### src/rtl/hpt_pkg.sv
package hpt_pkg;
  typedef enum logic [2:0] {
    ST_IDLE,
    ST_RD_TAG,
    ST_RD_DATA,
    ST_WRBACK,
    ST_FIN
  } walk_st_e;

  localparam int TAG_VALID_BIT = 31;
  localparam int TAG_HSEL_BIT  = 6;
  localparam int DATA_REF_BIT  = 8;
  localparam int DATA_CHG_BIT  = 7;
endpackage

### src/rtl/hpt_hash.sv
module hpt_hash #(
  parameter int AW        = 32,
  parameter int VSID_W    = 24,
  parameter int PIDX_W    = 16,
  parameter int PG_SHIFT  = 12,
  parameter int GRP_SHIFT = 6,
  parameter int API_W     = 6,
  parameter int KEY_SHIFT = 7
) (
  input  logic [VSID_W-1:0] vsid,
  input  logic [AW-1:0]     ea,
  input  logic              pass,
  input  logic [AW-1:0]     base,
  input  logic [AW-1:0]     mask,
  output logic [AW-1:0]     grp_addr,
  output logic [AW-1:0]     key_word
);
  logic [PIDX_W-1:0] pidx;
  logic [AW-1:0]     h_pri;
  logic [AW-1:0]     h_sel;

  assign pidx     = ea[PG_SHIFT+PIDX_W-1:PG_SHIFT];
  assign h_pri    = AW'(vsid) ^ AW'(pidx);
  assign h_sel    = pass ? ~h_pri : h_pri;
  assign grp_addr = base + ((h_sel << GRP_SHIFT) & mask);
  assign key_word = (AW'(vsid) << KEY_SHIFT) | AW'(pidx[PIDX_W-1:PIDX_W-API_W]);
endmodule

### src/rtl/hpt_match.sv
module hpt_match #(
  parameter int DW        = 32,
  parameter int VALID_BIT = 31,
  parameter int HSEL_BIT  = 6
) (
  input  logic [DW-1:0] tag,
  input  logic [DW-1:0] key_word,
  input  logic          pass,
  output logic          match
);
  localparam logic [DW-1:0] FLAG_BITS = (DW'(1) << VALID_BIT) | (DW'(1) << HSEL_BIT);
  localparam logic [DW-1:0] KEY_MASK  = ~FLAG_BITS;

  assign match = tag[VALID_BIT] && (tag[HSEL_BIT] == pass) &&
                 (((tag ^ key_word) & KEY_MASK) == '0);
endmodule

### src/rtl/hpt_walker.sv
module hpt_walker
  import hpt_pkg::*;
#(
  parameter int AW          = 32,
  parameter int DW          = 32,
  parameter int VSID_W      = 24,
  parameter int GROUP_N     = 8,
  parameter int ENTRY_BYTES = 8,
  parameter int PG_SHIFT    = 12
) (
  input  logic              clk,
  input  logic              rst,
  input  logic              start,
  input  logic              store,
  input  logic [VSID_W-1:0] vsid,
  input  logic [AW-1:0]     ea,
  input  logic [AW-1:0]     tbl_base,
  input  logic [AW-1:0]     tbl_mask,
  output logic              busy,
  output logic              done,
  output logic              hit,
  output logic [DW-1:0]     pte_w0,
  output logic [DW-1:0]     pte_w1,
  output logic [AW-1:0]     real_addr,
  output logic              writable,
  output logic              mem_req,
  output logic              mem_we,
  output logic [AW-1:0]     mem_addr,
  output logic [DW-1:0]     mem_wdata,
  input  logic [DW-1:0]     mem_rdata,
  input  logic              mem_ack
);
  localparam int IDX_W       = $clog2(GROUP_N);
  localparam int ENTRY_SHIFT = $clog2(ENTRY_BYTES);
  localparam int W1_OFF      = ENTRY_BYTES / 2;
  localparam int GRP_SHIFT   = $clog2(GROUP_N * ENTRY_BYTES);
  localparam logic [IDX_W-1:0] LAST_IDX = IDX_W'(GROUP_N - 1);

  walk_st_e          st_q;
  logic              pass_q;
  logic [IDX_W-1:0]  idx_q;
  logic [DW-1:0]     tag_q;
  logic [DW-1:0]     wdata_q;
  logic [AW-1:0]     ea_q;
  logic [AW-1:0]     base_q;
  logic [AW-1:0]     mask_q;
  logic [VSID_W-1:0] vsid_q;
  logic              store_q;

  logic [AW-1:0] grp_addr;
  logic [AW-1:0] key_word;
  logic          entry_match;
  logic [DW-1:0] upd_w1;

  hpt_hash #(
    .AW(AW), .VSID_W(VSID_W), .PG_SHIFT(PG_SHIFT), .GRP_SHIFT(GRP_SHIFT)
  ) u_hash (
    .vsid(vsid_q), .ea(ea_q), .pass(pass_q), .base(base_q), .mask(mask_q),
    .grp_addr(grp_addr), .key_word(key_word)
  );

  hpt_match #(
    .DW(DW), .VALID_BIT(TAG_VALID_BIT), .HSEL_BIT(TAG_HSEL_BIT)
  ) u_match (
    .tag(tag_q), .key_word(key_word), .pass(pass_q), .match(entry_match)
  );

  // referenced always, changed only for stores
  assign upd_w1 = mem_rdata | (DW'(1) << DATA_REF_BIT) |
                  (store_q ? (DW'(1) << DATA_CHG_BIT) : '0);

  assign busy      = (st_q != ST_IDLE);
  assign done      = (st_q == ST_FIN);
  assign mem_req   = (st_q == ST_RD_TAG) || (st_q == ST_RD_DATA) || (st_q == ST_WRBACK);
  assign mem_we    = (st_q == ST_WRBACK);
  assign mem_wdata = wdata_q;
  assign mem_addr  = grp_addr + (AW'(idx_q) << ENTRY_SHIFT) +
                     ((st_q == ST_RD_TAG) ? '0 : AW'(W1_OFF));

  always_ff @(posedge clk) begin
    if (rst) begin
      st_q      <= ST_IDLE;
      pass_q    <= 1'b0;
      idx_q     <= '0;
      tag_q     <= '0;
      wdata_q   <= '0;
      ea_q      <= '0;
      base_q    <= '0;
      mask_q    <= '0;
      vsid_q    <= '0;
      store_q   <= 1'b0;
      hit       <= 1'b0;
      pte_w0    <= '0;
      pte_w1    <= '0;
      real_addr <= '0;
      writable  <= 1'b0;
    end else begin
      case (st_q)
        ST_IDLE: begin
          if (start) begin
            ea_q      <= ea;
            vsid_q    <= vsid;
            store_q   <= store;
            base_q    <= tbl_base;
            mask_q    <= tbl_mask;
            pass_q    <= 1'b0;
            idx_q     <= '0;
            hit       <= 1'b0;
            pte_w0    <= '0;
            pte_w1    <= '0;
            real_addr <= '0;
            writable  <= 1'b0;
            st_q      <= ST_RD_TAG;
          end
        end
        ST_RD_TAG: begin
          if (mem_ack) begin
            tag_q <= mem_rdata;
            st_q  <= ST_RD_DATA;
          end
        end
        ST_RD_DATA: begin
          if (mem_ack) begin
            if (entry_match) begin
              hit       <= 1'b1;
              writable  <= store_q;
              pte_w0    <= tag_q;
              pte_w1    <= upd_w1;
              real_addr <= {mem_rdata[DW-1:PG_SHIFT], ea_q[PG_SHIFT-1:0]};
              wdata_q   <= upd_w1;
              st_q      <= (upd_w1 != mem_rdata) ? ST_WRBACK : ST_FIN;
            end else if (idx_q == LAST_IDX) begin
              idx_q <= '0;
              if (!pass_q) begin
                pass_q <= 1'b1;
                st_q   <= ST_RD_TAG;
              end else begin
                st_q <= ST_FIN;
              end
            end else begin
              idx_q <= idx_q + 1'b1;
              st_q  <= ST_RD_TAG;
            end
          end
        end
        ST_WRBACK: begin
          if (mem_ack) st_q <= ST_FIN;
        end
        default: st_q <= ST_IDLE;
      endcase
    end
  end

  // request held steady until acknowledged
  a_r11_req_hold: assert property (@(posedge clk) disable iff (rst)
    (mem_req && !mem_ack) |=> (mem_req && $stable(mem_addr) && $stable(mem_we) && $stable(mem_wdata)));

  // done lasts exactly one cycle
  a_r10_done_pulse: assert property (@(posedge clk) disable iff (rst)
    done |=> !done);

  // a walk only begins after a start request
  a_r10_start_cause: assert property (@(posedge clk) disable iff (rst)
    $rose(busy) |-> $past(start));

  // any write-back carries the referenced bit
  a_r6_wb_ref: assert property (@(posedge clk) disable iff (rst)
    (mem_req && mem_we) |-> mem_wdata[DATA_REF_BIT]);

  // write permission only accompanies a hit
  a_r8_wr_needs_hit: assert property (@(posedge clk) disable iff (rst)
    (done && writable) |-> hit);
endmodule

### config.mk
export PLATFORM = sky130hd
export DESIGN_NAME = hpt_walker
export DESIGN_NICKNAME = d
export VERILOG_FILES = /design/src/rtl/hpt_pkg.sv /design/src/rtl/hpt_hash.sv /design/src/rtl/hpt_match.sv /design/src/rtl/hpt_walker.sv
export SDC_FILE = /design/constraint.sdc
export NUM_CORES = 1
export LEC_CHECK = 0
export BUFFER_PORTS_ARGS = -buffer_cell sky130_fd_sc_hd__clkbuf_2
export CAP_MARGIN = 20
export CORE_AREA = 2 2 210 212
export CTS_CLUSTER_DIAMETER = 60
export DETAILED_ROUTE_END_ITERATION = 12
export DIE_AREA = 0 0 212 214
export PLACE_DENSITY = 0.5
export REMOVE_ABC_BUFFERS = 1
export SYNTH_ARGS = -nofsm -noshare
export SYNTH_HDL_FRONTEND = slang
export SYNTH_HIERARCHICAL = 1
export SYNTH_SLANG_ARGS = --single-unit
### constraint.sdc
create_clock -name clk -period 4.2 [get_ports clk]
set_input_delay 0.42 -clock clk [delete_from_list [all_inputs] [get_ports clk]]
set_output_delay 0.42 -clock clk [all_outputs]
set_load 0.02 [all_outputs]
* After elaboration in Yosys (flattened, before gate mapping)
Index checks and enable logic that the tools add are counted.
** Operators by class
- Add/subtract/negate cells :: 4
- $mul :: 0
- Divide/modulo/power cells :: 0
- Order comparisons :: 0
- Equality and inequality tests :: 14
- Shifts and indexed selects :: 0
- Multiplexer cells :: 38
- Bitwise logic cells :: 6
- Reductions and logical operators :: 15
** Operators by type and width (count)
- $mux W32 :: 7
- $pmux W32 S2 :: 3
- $mux W3 :: 13
- $add A32 B3 Y32 :: 1
- $add A32 B32 Y32 :: 1
- $add A32 B6 Y32 :: 1
- $and A32 B32 Y32 :: 1
- $logic_not A32 Y1 :: 1
- $ne A32 B32 Y1 :: 1
- $or A32 B8 Y32 :: 1
- $or A31 B6 Y31 :: 1
- $xor A31 B31 Y31 :: 1
- $mux W26 :: 1
- $not A26 Y26 :: 1
- $xor A24 B16 Y24 :: 1
- $pmux W3 S4 :: 1
- $reduce_and A4 Y1 :: 3
- $ne A2 B2 Y1 const B :: 5
- $mux W1 :: 8
- $mux W8 :: 1
- $eq A3 B2 Y1 const B :: 2
- $eq A3 B3 Y1 const B :: 2
- $pmux W1 S2 :: 3
- $pmux W3 S2 :: 1
- 12 further kinds :: 16
** Word-level totals
- Register bits :: 286
- Bits in latches :: 0
- Bits in writable memories :: 0
- Bits in read-only memories :: 0
- Input bits :: 157
- Output and inout port bits :: 166
- Word-level logic and storage cells :: 92
- Memories kept :: 0

* Logic depth before layout (Yosys ltp)
- Depth in word-level cells :: 7
- Depth in mapped cells :: 18
- Gate-level depth less buffers :: 16

* Hierarchy
Netlist, hierarchy kept.
** Modules (own cells, without submodules)
- hpt_walker :: times used 1, cells an instance 1225, area an instance 10337.4 um2, seq. area each 5385.2 um2
- hpt_hash :: times used 1, cells an instance 287, area an instance 2142.1 um2, seq. area each 0.0 um2
- hpt_match :: times used 1, cells an instance 42, area an instance 356.6 um2, seq. area each 0.0 um2

* Worst setup path after synthesis
OpenSTA, ideal clock, no wires.
- Kind :: flip-flop to output port
- Start point :: reg pass_q
- End point :: out mem_addr[30]
- Arrival time :: 4.246 ns
- Required time :: 3.780 ns
- Setup slack :: -0.466 ns
- Stages on the path, launching flop included :: 16
- Buffers on the path :: 2
- Path through :: dfxtp_1 clkbuf_1 clkbuf_1 xnor2_1 and2_1 ha_1 nand4_1 or3_1 a32o_1 o21ai_0 a21oi_1 xnor2_1 nand4_1 nor4_1 nand4_2 xnor2_1
** Between the ends
- Word-level cells in the longest chain between the ends :: 5
** RTL lines
- start: declaration :: RTL line hpt_walker.sv:40 : logic pass_q;
- start signal: assignment :: RTL line hpt_walker.sv:83 : pass_q <= 1'b0;
- start signal: assignment :: RTL line hpt_walker.sv:106 : pass_q <= 1'b0;
- start signal: assignment :: RTL line hpt_walker.sv:135 : pass_q <= 1'b1;
- $mux W26 :: RTL line hpt_hash.sv:24 : assign h_sel = pass ? ~h_pri : h_pri;
- $and A32 B32 Y32 :: RTL line hpt_hash.sv:25 : assign grp_addr = base + ((h_sel << GRP_SHIFT) & mask);
- $add A32 B32 Y32 :: RTL line hpt_hash.sv:25
- named net grp_addr[23] :: RTL line hpt_walker.sv:50 : logic [AW-1:0] grp_addr;
- $add A32 B6 Y32 :: RTL line hpt_walker.sv:77 : assign mem_addr = grp_addr + (AW'(idx_q) << ENTRY_SHIFT) +
- $add A32 B3 Y32 :: RTL line hpt_walker.sv:77
- end: declaration :: RTL line hpt_walker.sv:28 : output logic [AW-1:0] mem_addr,
The timed path passes the listed nets, and every way through them passes these cells.

* Worst setup path after layout
Ends and elaborated chain as after synthesis.

==> impl_summary.md <==
Clock network
Clock latency on the worst-skew pair, taken at its later pin, is 530 ps. The H-tree was split into 2 levels. The clock net in this run drives a total of between 200 and 300 sinks. The clock transition time at the flip-flop clock pins of the worst setup and hold paths is 60 ps. Counting along the longest clock path gives a buffer depth of 3.

The master cell of the clock root buffer is sky130_fd_sc_hd__clkbuf_16. TritonCTS built the clock tree. Counting the buffers created by CTS gives 35.

Synthesis
The netlist area before placement is ~12000 µm². Synthesis handed over a netlist of 1511 instances. A synthesized cell averages 8.27 µm². For this run, the number of Yosys warnings is 6.

Global routing
The wire length of the first global-routing pass is 60600 µm. The total global-route track usage is 16.9%. The most used routing layer is met2. The initial antenna violation count is 6. The via count of the first global-routing pass was 10900. Entering global routing, the biggest net connects 131 pins.

Global routing consumed, on the met2 layer, between 20% and 30% of the routing resources. The fraction of met3 tracks used by global routing is around 4%. In the global route stage, met1 resource usage came out at around 21%. The remaining global-route overflow is 0.

Detailed routing
The number of violations reported at the end of detailed-routing iteration 0 is 493. The total routed wirelength is 39300 µm. The via density per instance is ~4.5. The DRC violation count after routing is 0. The first-pass detailed-route iteration total is 5. The routed layout has 11100 vias.

Dividing the detail-routed wire length by the instance count gives 16.1 µm. The count of antenna-violating nets left after detailed routing is 0.

Job
The tool flagged a number of max-cap violations equal to 0.

Timing
The total count of max-transition violations in the final report is 0. The final worst clock skew is 15.0 ps. Counting I/O delays and the setup requirement, the final critical path takes 4470 ps. After layout, the worst setup slack is -273 ps. In the finished design, the share of the clock period the worst path needs comes to 107%. At the pin with the least slew margin, the transition time is 1160 ps. The number of hold violations in the final report is 0. Setup repair after global routing could not meet its margin everywhere. Measured against its own limit, the worst slew margin works out to between 20% and 30%. The fmax is 224 MHz.

The setup violation total in the final timing report is 10.

Power and ir drop
For this design the static power due to leakage is roughly 7.3 nW. The power density of the placed cells is 385 nW/µm². The largest vdd supply drop is 0.000226 V.

Floorplan
The die outline height is between 200 and 250 µm. Once the floorplan was initialized, standard cells occupied 29.1% of the core. The number of core rows is 76. The floorplan step set the die width to 212 µm. The die covers 45400 µm². In this run the standard cell core region covers roughly 43000 µm². 323 I/O pins were placed.

Critical path
The worst path arrival time is 4050 ps. STA classifies the critical path endpoint as a primary output. The worst setup path is launched from a flop. The worst endpoint required time is 3780 ps. The critical path is of the reg -> out type. The worst register-to-register path has a setup slack of 1020 ps. Of all nets on the critical path, the largest fanout is 6.

Placement
Routability-driven placement finished with a final weighted congestion of between 0.8 and 0.9. Port buffering added 312 buffers. Once detailed placement completed, the half-perimeter wirelength came to ~28000 µm. In this run the cell area measured after placement is 14600 µm².

The worst-case setup slack after placement is -203 ps.

Layout
At the end of the flow, the number of nets in the layout was 2016. The final core utilization is 39.0%. The finished cells cover approximately 17000 µm². Compared with the post-synthesis result, the final layout area differs by 33.9%. In the final layout, the share of cells above drive strength 1 is between 30% and 40%.

Status
The run finished, with violations left. The final reports fail on negative setup slack.

Worst hold path
The class of the tightest hold or removal check is in -> reg.
## cell type report
cell class / count / area (µm²)
fill: 4488 / 26200
multi-input combinational: 1087 / 6950
sequential: 259 / 5210
timing repair buffer: 430 / 2630
clock buffer: 42 / 932
tap: 585 / 732
clock inverter: 17 / 223
inverter: 13 / 48.8
antenna: 3 / 7.51
## flip-flops by register name (all words and copies together) (netlist names), 12 cells and up
name,count
base_q,32
pte_w0,32
real_addr,12
tag_q,32
ea_q,28
mem_wdata,32
mask_q,26
pte_w1,32
vsid_q,24
## placed cells by master, fill, tap and decap left out, types with 22 or more instances in the layout
cell type                   count
sky130_fd_sc_hd__a21oi_1      185
sky130_fd_sc_hd__nor2_1        67
sky130_fd_sc_hd__a22oi_1       45
sky130_fd_sc_hd__clkbuf_16     36
sky130_fd_sc_hd__xor2_1        38
sky130_fd_sc_hd__ha_1          22
sky130_fd_sc_hd__a21oi_2       43
sky130_fd_sc_hd__nand2_1      380
sky130_fd_sc_hd__clkbuf_2     295
sky130_fd_sc_hd__dfxtp_1      246
sky130_fd_sc_hd__xnor2_1       59
sky130_fd_sc_hd__buf_4        114
## layer usage
| metal | vias to the layer above | wire length, µm |
|---|---|---|
| li1 | 5646 | - |
| met1 | 5157 | 17700 |
| met2 | 208 | 18500 |
| met3 | 55 | 2180 |
| met4 | 6 | 913 |
| met5 | - | 34 |
## per-stage QoR
step,hold slack [ps],std cells,total power [W],setup TNS [ps]
finish,96.8,2436,0.00645,-1960
global route,77.8,2434,0.00675,-5210
CTS,50.4,2415,0.00653,-2510
detailed placement,443,2336,0.00342,-457
global placement,438,2336,0.00342,-391
floorplan,426,1359,0.00306,-69800
## path summary, 6_finish.rpt
check / cells past startpoint / endpoint / startpoint
min reg2reg: 2 / mask_q[18]$_SDFFE_PP0P_ / mask_q[18]$_SDFFE_PP0P_
max: 17 / mem_addr[30] / pass_q$_SDFFE_PP0P_
min: 3 / vsid_q[7]$_SDFFE_PP0P_ / vsid[7]
max reg2reg: 10 / pte_w1[24]$_SDFFE_PP0P_ / vsid_q[21]$_SDFFE_PP0P_
## critical path, stage by stage, from the launching register on
cell                      delay [ps]
sky130_fd_sc_hd__dfxtp_4         390
sky130_fd_sc_hd__buf_12          160
sky130_fd_sc_hd__buf_12          130
sky130_fd_sc_hd__xnor2_1         110
sky130_fd_sc_hd__and2_4          160
sky130_fd_sc_hd__ha_1            310
sky130_fd_sc_hd__a21o_1          200
sky130_fd_sc_hd__a31oi_2         200
sky130_fd_sc_hd__and3_2          220
sky130_fd_sc_hd__a21oi_1          90
sky130_fd_sc_hd__o41a_1          440
sky130_fd_sc_hd__xor2_2          170
sky130_fd_sc_hd__nand2_2          80
sky130_fd_sc_hd__nor4_2          240
sky130_fd_sc_hd__buf_4           170
sky130_fd_sc_hd__nand4_4         100
sky130_fd_sc_hd__xnor2_2         170
sky130_fd_sc_hd__buf_4           160
## power by group
part           total, W  switching, W  internal [W]
Clock           0.00301       0.00117       0.00185
Sequential      0.00262     0.0000779       0.00255
Combinational  0.000807      0.000465      0.000342
## repair_timing
item,4_1_cts,5_1_grt
cloned,0,2
pin swaps,31,41
setup endpoints to repair,16,16
hold buffers,0,0
setup buffers,21,17
resized for setup,79,84
No activity file was read; power rests on OpenSTA's default activity.
